===== config.mk =====
export PLATFORM = sky130hd
export DESIGN_NAME = pair_issue_gate
export DESIGN_NICKNAME = d
export VERILOG_FILES = /design/src/rtl/dip_pkg.sv /design/src/rtl/dip_lane_decode.sv /design/src/rtl/dip_load_tracker.sv /design/src/rtl/dip_pair_arbiter.sv /design/src/rtl/pair_issue_gate.sv
export SDC_FILE = /design/constraint.sdc
export NUM_CORES = 1
export LEC_CHECK = 0
export BUFFER_PORTS_ARGS = -buffer_cell sky130_fd_sc_hd__buf_2
export CORE_MARGIN = 4
export CORE_UTILIZATION = 35
export DETAILED_ROUTE_END_ITERATION = 12
export HOLD_SLACK_MARGIN = 0.08
export PLACE_DENSITY_LB_ADDON = 0.2
export REMOVE_ABC_BUFFERS = 1
export SLEW_MARGIN = 20
export SYNTH_ARGS = -nofsm -noshare
export SYNTH_HDL_FRONTEND = slang
export SYNTH_HIERARCHICAL = 1
export SYNTH_SLANG_ARGS = --single-unit

===== constraint.sdc =====
create_clock -name clk -period 1.8 [get_ports clk]
set_input_delay 0.18 -clock clk [delete_from_list [all_inputs] [get_ports clk]]
set_output_delay 0.18 -clock clk [all_outputs]
set_load 0.005 [all_outputs]

===== src/rtl/dip_pkg.sv =====
// Shared types for the dual-issue pair checker.
// Assumes a 3-bit left-slot kind code; the right slot is always an FP operation.
package dip_pkg;

    typedef enum logic [2:0] {
        K_NONE   = 3'd0,
        K_ALU    = 3'd1,
        K_BRANCH = 3'd2,
        K_LOAD   = 3'd3,
        K_STORE  = 3'd4,
        K_FLOAD  = 3'd5,
        K_FSTORE = 3'd6,
        K_FPOP   = 3'd7
    } lkind_e;

    // Register-file usage of one left-slot instruction.
    typedef struct packed {
        logic present;   // slot holds an instruction
        logic rd_a_int;  // source A from integer file
        logic rd_a_fp;   // source A from FP file
        logic rd_b_int;  // source B from integer file
        logic rd_b_fp;   // source B from FP file
        logic wr_int;    // writes integer file
        logic wr_fp;     // writes FP file
        logic is_load;   // result arrives late (load)
        logic fpu;       // occupies the FP operation unit
    } usage_t;

endpackage


===== src/rtl/dip_lane_decode.sv =====
// Left-slot usage decoder.
// Turns a kind code into the register files it reads and writes and the unit it
// occupies. Purely combinational; unknown codes cannot occur (all 8 are defined).
module dip_lane_decode
    import dip_pkg::*;
(
    input  lkind_e kind,
    output usage_t use_o
);

    // Map each kind onto its read/write/unit flags.
    always_comb begin
        use_o = '0;
        case (kind)
            K_ALU: begin
                use_o.present  = 1'b1;
                use_o.rd_a_int = 1'b1;
                use_o.rd_b_int = 1'b1;
                use_o.wr_int   = 1'b1;
            end
            K_BRANCH: begin
                use_o.present  = 1'b1;
                use_o.rd_a_int = 1'b1;
            end
            K_LOAD: begin
                use_o.present  = 1'b1;
                use_o.rd_a_int = 1'b1;
                use_o.wr_int   = 1'b1;
                use_o.is_load  = 1'b1;
            end
            K_STORE: begin
                use_o.present  = 1'b1;
                use_o.rd_a_int = 1'b1;
                use_o.rd_b_int = 1'b1;
            end
            K_FLOAD: begin
                use_o.present  = 1'b1;
                use_o.rd_a_int = 1'b1;
                use_o.wr_fp    = 1'b1;
                use_o.is_load  = 1'b1;
            end
            K_FSTORE: begin
                use_o.present  = 1'b1;
                use_o.rd_a_int = 1'b1;
                use_o.rd_b_fp  = 1'b1;
            end
            K_FPOP: begin
                use_o.present  = 1'b1;
                use_o.rd_a_fp  = 1'b1;
                use_o.rd_b_fp  = 1'b1;
                use_o.wr_fp    = 1'b1;
                use_o.fpu      = 1'b1;
            end
            default: use_o = '0;
        endcase
    end

endmodule


===== src/rtl/dip_load_tracker.sv =====
// One-cycle record of a load issued from the left slot.
// Holds the destination and its register file for exactly the cycle after the
// load issues; any other cycle the record is invalid. Synchronous active-low reset.
module dip_load_tracker #(
    parameter int REG_W = 5
) (
    input  logic             clk,
    input  logic             rst_n,
    input  logic             capture,
    input  logic             cap_fp,
    input  logic [REG_W-1:0] cap_dst,
    output logic             ld_valid,
    output logic             ld_fp,
    output logic [REG_W-1:0] ld_dst
);

    // Latch the load issued this cycle, or clear the record.
    always_ff @(posedge clk) begin
        if (!rst_n) begin
            ld_valid <= 1'b0;
            ld_fp    <= 1'b0;
            ld_dst   <= '0;
        end else begin
            ld_valid <= capture;
            ld_fp    <= cap_fp;
            ld_dst   <= cap_dst;
        end
    end

endmodule


===== src/rtl/dip_pair_arbiter.sv =====
// Combinational issue decision for one packet.
// Applies the load-use check to both slots, the one-FP-operation and
// same-packet dependence rules to the pair, and in-order pairing.
// Assumes left_done means the left half of this packet issued earlier.
module dip_pair_arbiter
    import dip_pkg::*;
#(
    parameter int REG_W = 5
) (
    input  logic             pkt_valid,
    input  logic             left_done,
    input  usage_t           l_use,
    input  logic [REG_W-1:0] l_dst,
    input  logic [REG_W-1:0] l_src_a,
    input  logic [REG_W-1:0] l_src_b,
    input  logic             r_valid,
    input  logic [REG_W-1:0] r_dst,
    input  logic [REG_W-1:0] r_src_a,
    input  logic [REG_W-1:0] r_src_b,
    input  logic             ld_valid,
    input  logic             ld_fp,
    input  logic [REG_W-1:0] ld_dst,
    output logic             issue_l,
    output logic             issue_r,
    output logic             left_clear,
    output logic             stall
);

    localparam int NSRC = 2;

    logic [NSRC-1:0][REG_W-1:0] l_srcs;
    logic [NSRC-1:0]            rd_int;
    logic [NSRC-1:0]            rd_fp;
    logic [NSRC-1:0]            src_hit;
    logic                       l_hazard;
    logic                       r_hazard;
    logic                       pair_block;

    assign l_srcs = {l_src_b, l_src_a};
    assign rd_int = {l_use.rd_b_int, l_use.rd_a_int};
    assign rd_fp  = {l_use.rd_b_fp,  l_use.rd_a_fp};

    // One load-use comparator per left source, matched on index and file.
    for (genvar s = 0; s < NSRC; s++) begin : g_src
        assign src_hit[s] = ld_valid && (l_srcs[s] == ld_dst) &&
                            ((rd_int[s] && !ld_fp) || (rd_fp[s] && ld_fp));
    end

    // Hazard terms and the final issue decision.
    always_comb begin
        l_hazard   = |src_hit;
        r_hazard   = ld_valid && ld_fp &&
                     ((r_src_a == ld_dst) || (r_src_b == ld_dst));
        pair_block = !left_done && l_use.present &&
                     (l_use.fpu ||
                      (l_use.wr_fp && ((r_src_a == l_dst) ||
                                       (r_src_b == l_dst) ||
                                       (r_dst   == l_dst))));
        issue_l    = pkt_valid && !left_done && l_use.present && !l_hazard;
        left_clear = left_done || !l_use.present || issue_l;
        issue_r    = pkt_valid && r_valid && left_clear && !r_hazard && !pair_block;
        stall      = pkt_valid && !(left_clear && (!r_valid || issue_r));
    end

endmodule


===== src/rtl/pair_issue_gate.sv =====
// Dual-issue pair checker, top level.
// Decides per cycle which halves of a two-instruction packet issue. Assumes
// the fetch stage re-presents the same packet whenever stall is high.
// Synchronous active-low reset.
module pair_issue_gate
    import dip_pkg::*;
#(
    parameter int REG_W = 5
) (
    input  logic             clk,
    input  logic             rst_n,
    input  logic             pkt_valid,
    input  logic [2:0]       l_kind,
    input  logic [REG_W-1:0] l_dst,
    input  logic [REG_W-1:0] l_src_a,
    input  logic [REG_W-1:0] l_src_b,
    input  logic             r_valid,
    input  logic [REG_W-1:0] r_dst,
    input  logic [REG_W-1:0] r_src_a,
    input  logic [REG_W-1:0] r_src_b,
    output logic             issue_l,
    output logic             issue_r,
    output logic             stall
);

    usage_t           l_use;
    logic             left_done;
    logic             left_clear;
    logic             ld_valid;
    logic             ld_fp;
    logic [REG_W-1:0] ld_dst;

    dip_lane_decode u_dec (
        .kind  (lkind_e'(l_kind)),
        .use_o (l_use)
    );

    dip_load_tracker #(.REG_W(REG_W)) u_ld (
        .clk      (clk),
        .rst_n    (rst_n),
        .capture  (issue_l && l_use.is_load),
        .cap_fp   (l_use.wr_fp),
        .cap_dst  (l_dst),
        .ld_valid (ld_valid),
        .ld_fp    (ld_fp),
        .ld_dst   (ld_dst)
    );

    dip_pair_arbiter #(.REG_W(REG_W)) u_arb (
        .pkt_valid  (pkt_valid),
        .left_done  (left_done),
        .l_use      (l_use),
        .l_dst      (l_dst),
        .l_src_a    (l_src_a),
        .l_src_b    (l_src_b),
        .r_valid    (r_valid),
        .r_dst      (r_dst),
        .r_src_a    (r_src_a),
        .r_src_b    (r_src_b),
        .ld_valid   (ld_valid),
        .ld_fp      (ld_fp),
        .ld_dst     (ld_dst),
        .issue_l    (issue_l),
        .issue_r    (issue_r),
        .left_clear (left_clear),
        .stall      (stall)
    );

    // Remember that the held packet's left half has already left.
    always_ff @(posedge clk) begin
        if (!rst_n) left_done <= 1'b0;
        else        left_done <= stall && left_clear;
    end

endmodule


==> impl_metrics.yaml, run 1 <==
sta:
  skew_ns: 0.00630
  layout_setup_ws_ns: -0.0817
  slew_headroom_pct: 77.9
  rsz0062_at_grt: "true"
  worst_pin_slew_ns: 0.329
  final_hold_viol_count: 0
  setup_violations: 2
  fin_crit_sh_pct: 105
  hold_ws_ns: 0.205
  fmaxAchievable_mhz: 531
  drv_slew: 0
  min_period_ns: 1.88
routing:
  antenna_left: 0
  via_count: 841
  first_pass_iters: 4
  drc_errors: 0
  wl_per_cell_um: 14.4
  totalWireLength_mm: 2.40
  viasPerCell: 5.07
  first_iter_violations: 13
min_path:
  min_to: "u_ld/ld_dst[2]"
  hold_depth: 2
  hp-class: "in -> reg"
  holdCritStartpoint: "l_dst[2]"
outcome:
  violations: "setup timing"
  status: "complete, but fails checks"
grt:
  grtUsageTotal_pct: 14.7
  grt_pass1_wl_mm: 3.67
  antenna_found_initial: 0
  grt_max_degree: 9
  overflow: 0
  grt_pass1_vias: 892
power_and_ir_drop:
  p_int_mw: 0.383
  switching_share_pct: 31.5
  switching_power_mw: 0.176
  pwr-share-comb_pct: 39.7
  p_leak_nw: 0.570
  pwr-share-clk_pct: 25.0
  vdd_drop_max_mv: 0.376
  seq_power_share_pct: 35.2
  power_density_mw_per_mm2: 448
setup_path:
  start_kind: "register"
  reg2reg_to: "left_done"
  crit_type: "reg -> out"
  slowest_stage: "dfxtp_2"
  reg2reg_setup_slack_ns: 0.07
  path_buf_inv: 1
  arrival_ns: 1.70
  worstSetupStartpoint: "u_ld/ld_dst[4]"
  critical_path.top_delay_family: "compound AO/OA/AOI/OAI gates"
  crit_path_end_kind: "output port"
  crit_chain: "xnor2_1 > nand4_1 > o311ai_2 > o21ai_1 > a31oi_1 > buf_2"
  slowest_delay_ns: 0.34
  r2r_start: "u_ld/ld_dst[4]"
  path_max_fanout: 3
  r2r_cells: 8
  critPathRequiredTime_ns: 1.62
clock_tree:
  cts_buffers: 3
  cts_buffer_depth: 2
  root_buffer: "clkbuf_4"
  h-tree-depth: 1
  ctsHoldBuffers: 0
  path_clk_slew_ns: 0.06
  cts.sinks: 8
  clkLatencyLatePin_ns: 0.26
  cts_tree: "yes"
logic_synthesis:
  synth_area_per_cell_um2: 9.08
  syn_inst: 92
  syn_area_um2: 836
  ys_warn_count: 6
floorplanning:
  dieWidth_um: 56.9
  core_area_mm2: 0.00223
  rows: 17
  die_area_mm2: 0.00323
  io_pins: 40
  die_h_um: 56.9
  initial_utilization_pct: 37.4
placement:
  dp_hpwl_mm: 1.89
  gp_congestion: 0.754
  dp_cells: 158
  io_buffers: 39
finish:
  fin_nets: 177
  fin_cells: 166
  antenna_cells: 0
  layout-drive-gt1-share_pct: 54.3
  area_delta_synth_final_pct: 49.6
flow_run:
  max_cap_violations: 0
routing by layer:
metal | vias to the layer above | GRT usage (%) | part of all wire [%]
met3 | 4 | 3.91 | 6.0
met5 | - | 0 | 0
met1 | 395 | 14.7 | 37
li1 | 412 | - | -
met4 | 0 | 5.30 | 1.3
met2 | 30 | 28.5 | 56
through the flow:
stage               area [um2]  worst slack [ns]  util (%)  TNS, ns  power, mW
global placement          1050            0.0395      47.2        0      0.384
finish                    1250           -0.0817      56.0   -0.106      0.559
global route              1250            -0.183      56.0   -0.371      0.594
CTS                       1210           -0.0665      54.3  -0.0919      0.556
floorplan                  817             0.224         -        0      0.302
detailed placement        1050            0.0182      47.2        0      0.388
worst max path at each step:
| stage | endpoint | slack (ns) | depth (start not counted) |
|---|---|---|---|
| 2_1_floorplan | u_ld/ld_valid | 0.22 | 6 |
| 3_3_place_gp | issue_l | 0.04 | 7 |
| 3_5_place_dp | issue_l | 0.02 | 7 |
| 4_1_cts | stall | -0.07 | 6 |
| 5_1_grt | stall | -0.18 | 6 |
| 6_report | stall | -0.08 | 6 |
area by class of cell:
| cell class | count | area (um2) |
|---|---|---|
| clock buffers | 3 | 22.5 |
| multi-input cells | 81 | 754 |
| flip-flops and latches | 8 | 178 |
| fillers | 227 | 983 |
| inverters | 1 | 3.75 |
| repair buffers | 45 | 256 |
| well taps | 28 | 35.0 |
power groups by stage:
stage	Sequential (mW)	Clock (mW)	Combinational (mW)
after global placement	0.201	0	0.184
after global routing	0.199	0.155	0.241
after detailed placement	0.201	0	0.186
after floorplan	0.199	0	0.103
final	0.197	0.140	0.222
after CTS	0.198	0.145	0.214
worst register-to-register path: stages, from the launching register on:
cell      delay (ns)
dfxtp_2         0.34
xnor2_1         0.17
nand4_1         0.17
o311ai_2        0.32
o21ai_1         0.09
a31oi_1         0.21
buf_4           0.14
buf_4           0.09
and3_4          0.16
registers in the layout, summed over array words and instances, names as in the netlist:
| register | cells |
|---|---|
| left_done | 1 |
| u_ld/ld_valid | 1 |
| u_ld/ld_dst | 5 |
| u_ld/ld_fp | 1 |
cell usage in the layout (no fill, tap or decap), drive strengths merged:
| cell type | count |
|---|---|
| nor4 | 5 |
| dfxtp | 8 |
| o31ai | 3 |
| nand4 | 4 |
| mux2 | 1 |
| nor2 | 2 |
| nor3 | 1 |
| nor4b | 1 |
| o311ai | 1 |
| buf | 45 |
| clkbuf | 3 |
| a31oi | 1 |
| nor2b | 1 |
| xnor2 | 17 |
| a31o | 1 |
| and2b | 1 |
| and3 | 5 |
| mux2i | 1 |
| o21ai | 2 |
| inv | 1 |
| xor2 | 20 |
| or3 | 1 |
| nand2 | 1 |
| and2 | 12 |
repair_timing:
item / in CTS / in global routing
gates resized for setup: 22 / 9
buffers inserted: 6 / 0
cloned: 0 / 0
pin swaps: 10 / 5
endpoints found under the setup margin: 3 / 4
No activity file was read; power rests on OpenSTA's default activity.
==> inputs of run 2 (changes only) <==
--- a/config.mk
+++ b/config.mk
@@ -5,7 +5,7 @@
 export SDC_FILE = /design/constraint.sdc
 export NUM_CORES = 1
 export LEC_CHECK = 0
-export BUFFER_PORTS_ARGS = -buffer_cell sky130_fd_sc_hd__buf_2
+export BUFFER_PORTS_ARGS = -buffer_cell sky130_fd_sc_hd__buf_4
 export CORE_MARGIN = 4
 export CORE_UTILIZATION = 35
 export DETAILED_ROUTE_END_ITERATION = 12
==> impl_metrics.yaml, run 2 (synthesis gave the netlist of run 1 again) <==
sta:
  setup_violations: 3
  min_period_ns: 1.88
  skew_ns: 0.0109
  rsz0062_at_grt: "true"
  fmaxAchievable_mhz: 531
  drv_slew: 0
  tns_ns: -0.217
  worst_pin_slew_ns: 0.353
  layout_setup_ws_ns: -0.0828
  fin_crit_sh_pct: 105
  final_hold_viol_count: 0
  slew_headroom_pct: 76.3
min_path:
  hp-class: "in -> reg"
  holdCritStartpoint: "l_dst[2]"
grt:
  overflow: 0
  antenna_found_initial: 0
  grt_max_degree: 9
  grtUsageTotal_pct: 15.5
  grt_pass1_vias: 864
  grt_pass1_wl_mm: 3.75
setup_path:
  cpMostUsedCell: "buf_4"
  r2r_start: "u_ld/ld_dst[4]"
  crit_type: "reg -> out"
  slowest_delay_ns: 0.36
  arrival_ns: 1.70
  crit_chain: "mux2_4 > nand4_1 > nor4_4 > buf_4 > nor4b_4 > buf_4"
  slowest_stage: "dfxtp_2"
  path_max_fanout: 3
  crit_path_end_kind: "output port"
  worstSetupStartpoint: "u_ld/ld_fp"
  critPathRequiredTime_ns: 1.62
  start_kind: "register"
routing:
  viasPerCell: 4.99
  antenna_left: 0
  wl_per_cell_um: 14.3
  totalWireLength_mm: 2.35
  first_iter_violations: 10
  via_count: 818
  first_pass_iters: 4
  drc_errors: 0
finish:
  fin_cells: 164
  antenna_cells: 0
  fin_nets: 175
  fill_cells: 218
  multi_input_area_um2: 718
  max_flop_register: "u_ld/ld_dst"
  layout-drive-gt1-share_pct: 50.0
  largest_register_ffs: 5
  final_common_cell: "buf_4"
  most-common-layout-cells: "buf_4 (43), xor2_1 (20), xnor2_1 (14), and2_1 (11)"
  ff_latch_area_um2: 173
  area_delta_synth_final_pct: 52.5
clock_tree:
  cts_buffers: 3
  h-tree-depth: 1
  clkLatencyLatePin_ns: 0.26
  ctsHoldBuffers: 0
  cts.sinks: 8
  cts_buffer_depth: 2
  cts_tree: "yes"
  root_buffer: "clkbuf_4"
  path_clk_slew_ns: 0.06
outcome:
  status: "complete, but fails checks"
  violations: "setup timing"
floorplanning:
  die_area_mm2: 0.00323
  core_area_mm2: 0.00223
  rows: 17
  dieWidth_um: 56.9
  io_pins: 40
  initial_utilization_pct: 37.4
  die_h_um: 56.9
placement:
  io_buffers: 39
  dp_cells: 158
  gp_congestion: 0.729
  dp_hpwl_mm: 1.98
power_and_ir_drop:
  vdd_drop_max_mv: 0.336
  p_leak_nw: 0.567
  power_density_mw_per_mm2: 448
flow_run:
  max_cap_violations: 0
==> run 2: where the power goes <==
part / switching (mW) / total (mW) / internal (mW) / leakage, nW
Combinational: 0.0941 / 0.230 / 0.136 / 0.485
Sequential: 0.0126 / 0.198 / 0.186 / 0.0685
Clock: 0.0657 / 0.142 / 0.0766 / 0.0138
Total: 0.172 / 0.571 / 0.398 / 0.567
==> run 2: path summary, 6_finish.rpt <==
| path | to | slack, ns | cells past startpoint |
|---|---|---|---|
| setup / recovery | issue_l | -0.08 | 6 |
| hold / removal | u_ld/ld_dst[2] | 0.18 | 2 |
| setup reg to reg | left_done | 0.10 | 8 |
| hold reg to reg | left_done | 0.77 | 3 |
==> run 2: critical path, delay by kind of cell, from the launching register on <==
kind                   cells  cell delay, ns
AND/OR/NAND/NOR            3            0.47
buffers and inverters      2            0.31
multiplexers               1            0.30
flip-flops                 1            0.36
==> run 2: per-stage QoR <==
stage	power [mW]	instance area, um2	hold slack (ns)	util (%)	worst slack (ns)
floorplan	0.302	817	0.302	-	0.224
global placement	0.410	1150	0.444	51.6	0.0311
detailed placement	0.414	1150	0.439	51.6	0.0212
CTS	0.572	1230	0.165	55.3	-0.0909
global route	0.610	1270	0.175	57.1	-0.215
finish	0.571	1270	0.180	57.1	-0.0828
==> run 2: layer usage <==
metal | track usage, % | vias to the layer above | routed length [um]
met5 | 0 | - | 0
met4 | 7.62 | 0 | 22
met3 | 4.83 | 2 | 148
met2 | 30.2 | 28 | 1340
met1 | 14.1 | 382 | 838
li1 | - | 406 | -
==> run 2: layout make-up <==
type / count / area share (%)
multi-input combinational: 81 / 56.3
timing repair buffer: 43 / 25.3
sequential: 8 / 13.5
tap: 28 / 2.75
clock buffer: 3 / 1.77
inverter: 1 / 0.294
==> run 2: repair_timing <==
| item | in CTS | in global routing |
|---|---|---|
| setup endpoints to repair | 3 | 4 |
| gates cloned | 0 | 0 |
| resized for setup | 11 | 7 |
| buffers inserted | 2 | 1 |
| pin swaps | 1 | 6 |
==> inputs of run 3 (changes only) <==
--- a/config.mk
+++ b/config.mk
@@ -15,5 +15,4 @@
 export SLEW_MARGIN = 20
 export SYNTH_ARGS = -nofsm -noshare
 export SYNTH_HDL_FRONTEND = slang
-export SYNTH_HIERARCHICAL = 1
 export SYNTH_SLANG_ARGS = --single-unit
==> impl_metrics.yaml, run 3 <==
routing:
  totalWireLength_mm: 2.23
  first_pass_iters: 4
  viasPerCell: 4.95
  wl_per_cell_um: 13.9
  via_count: 792
  drc_errors: 0
  antenna_left: 0
  first_iter_violations: 11
logic_synthesis:
  seq_area_frac_synth_pct: 19.9
  synth-edff-count: 0
  synth_area_per_cell_um2: 8.37
  yosys.area.top_type_share_pct: 36.0
  yosys_register_bits: 8
  syn_inst: 96
  synth.largest_area_cell: "xnor2_1"
  synth_area_leaders: "xnor2_1 (36%), dfxtp_1 (20%), and2_1 (4.7%), xor2_1 (4.4%), nand2_1 (3.3%)"
  synth.most_common_cell: "xnor2_1"
  ys.flop_type: "dfxtp_1"
  ys_warn_count: 0
  synthTopCellsByCount: "xnor2_1 (33), dfxtp_1 (8), nand2_1 (7)"
  synth_cell_types: 29
  syn_area_um2: 803
  async_reset_ff_share_pct: 0
placement:
  dpl_cell_area_mm2: 0.00110
  dp_cells: 157
  dp_hpwl_mm: 1.82
  gp_congestion: 0.792
  io_buffers: 39
finish:
  max_flop_register: "u_ld.ld_dst"
  final_common_cell: "buf_4"
  fin_nets: 171
  layout-drive-gt1-share_pct: 46.2
  fin_cells: 160
  fill_cells: 197
  final_area_mm2: 0.00121
  largest_register_ffs: 5
  area_delta_synth_final_pct: 50.8
  antenna_cells: 0
  most-common-layout-cells: "buf_4 (40), xnor2_1 (30), nand2_1 (7), and2_1 (6), nand3_1 (5)"
setup_path:
  arrival_ns: 1.65
  slowest_stage: "dfxtp_4"
  reg2reg_to: "u_ld.ld_valid"
  reg2reg_setup_slack_ns: 0.36
  start_kind: "register"
  crit_path_end_kind: "output port"
  critPathRequiredTime_ns: 1.62
  crit_chain: "nor4b_4 > a311oi_2 > nor3_2 > o21bai_2 > and4bb_1 > buf_4"
  crit_type: "reg -> out"
  path_max_fanout: 6
  r2r_start: "u_ld.ld_dst[0]"
  slowest_delay_ns: 0.37
  r2r_cells: 6
clock_tree:
  cts_tree: "yes"
  root_buffer: "clkbuf_4"
  cts_buffer_depth: 2
  ctsHoldBuffers: 0
  cts_buffers: 3
  cts.sinks: 8
  clkLatencyLatePin_ns: 0.26
  h-tree-depth: 1
  path_clk_slew_ns: 0.07
sta:
  drv_slew: 0
  slew_headroom_pct: 71.9
  skew_ns: 0.0113
  min_period_ns: 1.83
  tns_ns: -0.0467
  setup_violations: 2
  hold_ws_ns: 0.167
  rsz0062_at_grt: "true"
  worst_pin_slew_ns: 0.418
  fin_crit_sh_pct: 102
  layout_setup_ws_ns: -0.0349
  fmaxAchievable_mhz: 545
  final_hold_viol_count: 0
floorplanning:
  io_pins: 40
  die_h_um: 55.9
  initial_utilization_pct: 36.7
  core_area_mm2: 0.00219
  rows: 17
  dieWidth_um: 55.9
  die_area_mm2: 0.00313
grt:
  overflow: 0
  grtUsageTotal_pct: 14.7
  grt_max_degree: 9
  grt_pass1_vias: 809
  grt_pass1_wl_mm: 3.64
  antenna_found_initial: 0
min_path:
  min_to: "u_ld.ld_dst[0]"
  hold_depth: 2
  holdCritStartpoint: "l_dst[0]"
  hp-class: "in -> reg"
power_and_ir_drop:
  p_total_mw: 0.565
  vdd_drop_max_mv: 0.304
  power_density_mw_per_mm2: 466
  p_leak_nw: 0.476
outcome:
  violations: "setup timing"
  status: "complete, but fails checks"
flow_run:
  max_cap_violations: 0
-- run 3: area by class of cell --
class / instances / area, um2 / share of cell area, %
Clock buffer: 3 / 22.5 / 1.86
Inverter: 1 / 3.75 / 0.310
Multi-Input combinational cell: 80 / 672 / 55.5
Sequential cell: 8 / 178 / 14.7
Tap cell: 28 / 35.0 / 2.89
Timing Repair Buffer: 40 / 300 / 24.8
-- run 3: through the flow --
step	worst slack [ns]	util, %
3_5_place_dp	0.0834	50.1
5_1_grt	-0.143	55.3
2_1_floorplan	0.305	-
6_report	-0.0349	55.3
3_3_place_gp	0.128	50.1
4_1_cts	-0.0358	53.0
-- run 3: critical path, delay by kind of cell (launching register included) --
family	cells	cell delay, ns
AND/OR/NAND/NOR	3	0.70
flip-flops	1	0.37
AO/OA/AOI/OAI	2	0.21
buffers and inverters	1	0.13
-- run 3: worst max path at each step --
| stage | start | to | slack, ns | depth (start not counted) |
|---|---|---|---|---|
| floorplan | u_ld.ld_dst[0] | issue_r | 0.31 | 5 |
| global placement | u_ld.ld_dst[0] | issue_r | 0.13 | 6 |
| detailed placement | u_ld.ld_dst[0] | issue_r | 0.08 | 6 |
| CTS | u_ld.ld_dst[0] | issue_r | -0.04 | 6 |
| global route | u_ld.ld_fp | issue_r | -0.14 | 6 |
| finish | u_ld.ld_fp | issue_r | -0.03 | 6 |
-- run 3: metal layers --
metal	part of all wire, %	global-route usage, %	vias to the layer above
li1	-	-	400
met1	45	17.9	361
met2	50	25.5	29
met3	4.6	3.02	2
met4	0.94	5.08	0
met5	0	0	-
-- run 3: logic make-up (layout without fill, tap and decap cells) --
logic type,after synthesis,count (layout),share of synthesized area (%)
flops,8,8,19.9
compound gates,9,9,8.72
xor+xnor,37,37,40.3
simple gates,34,34,25.4
buf+inv,8,44,5.61
-- run 3: where the power goes --
part           internal [mW]  leakage (nW)  switching, mW
clock network         0.0767        0.0138         0.0693
logic                  0.134         0.393         0.0874
registers              0.183        0.0690         0.0147
-- run 3: timing repair --
| action | 4_1_cts | 5_1_grt |
|---|---|---|
| gates resized for setup | 13 | 8 |
| pin swaps | 0 | 3 |
| buffers inserted | 0 | 0 |
| setup endpoints to repair | 3 | 3 |
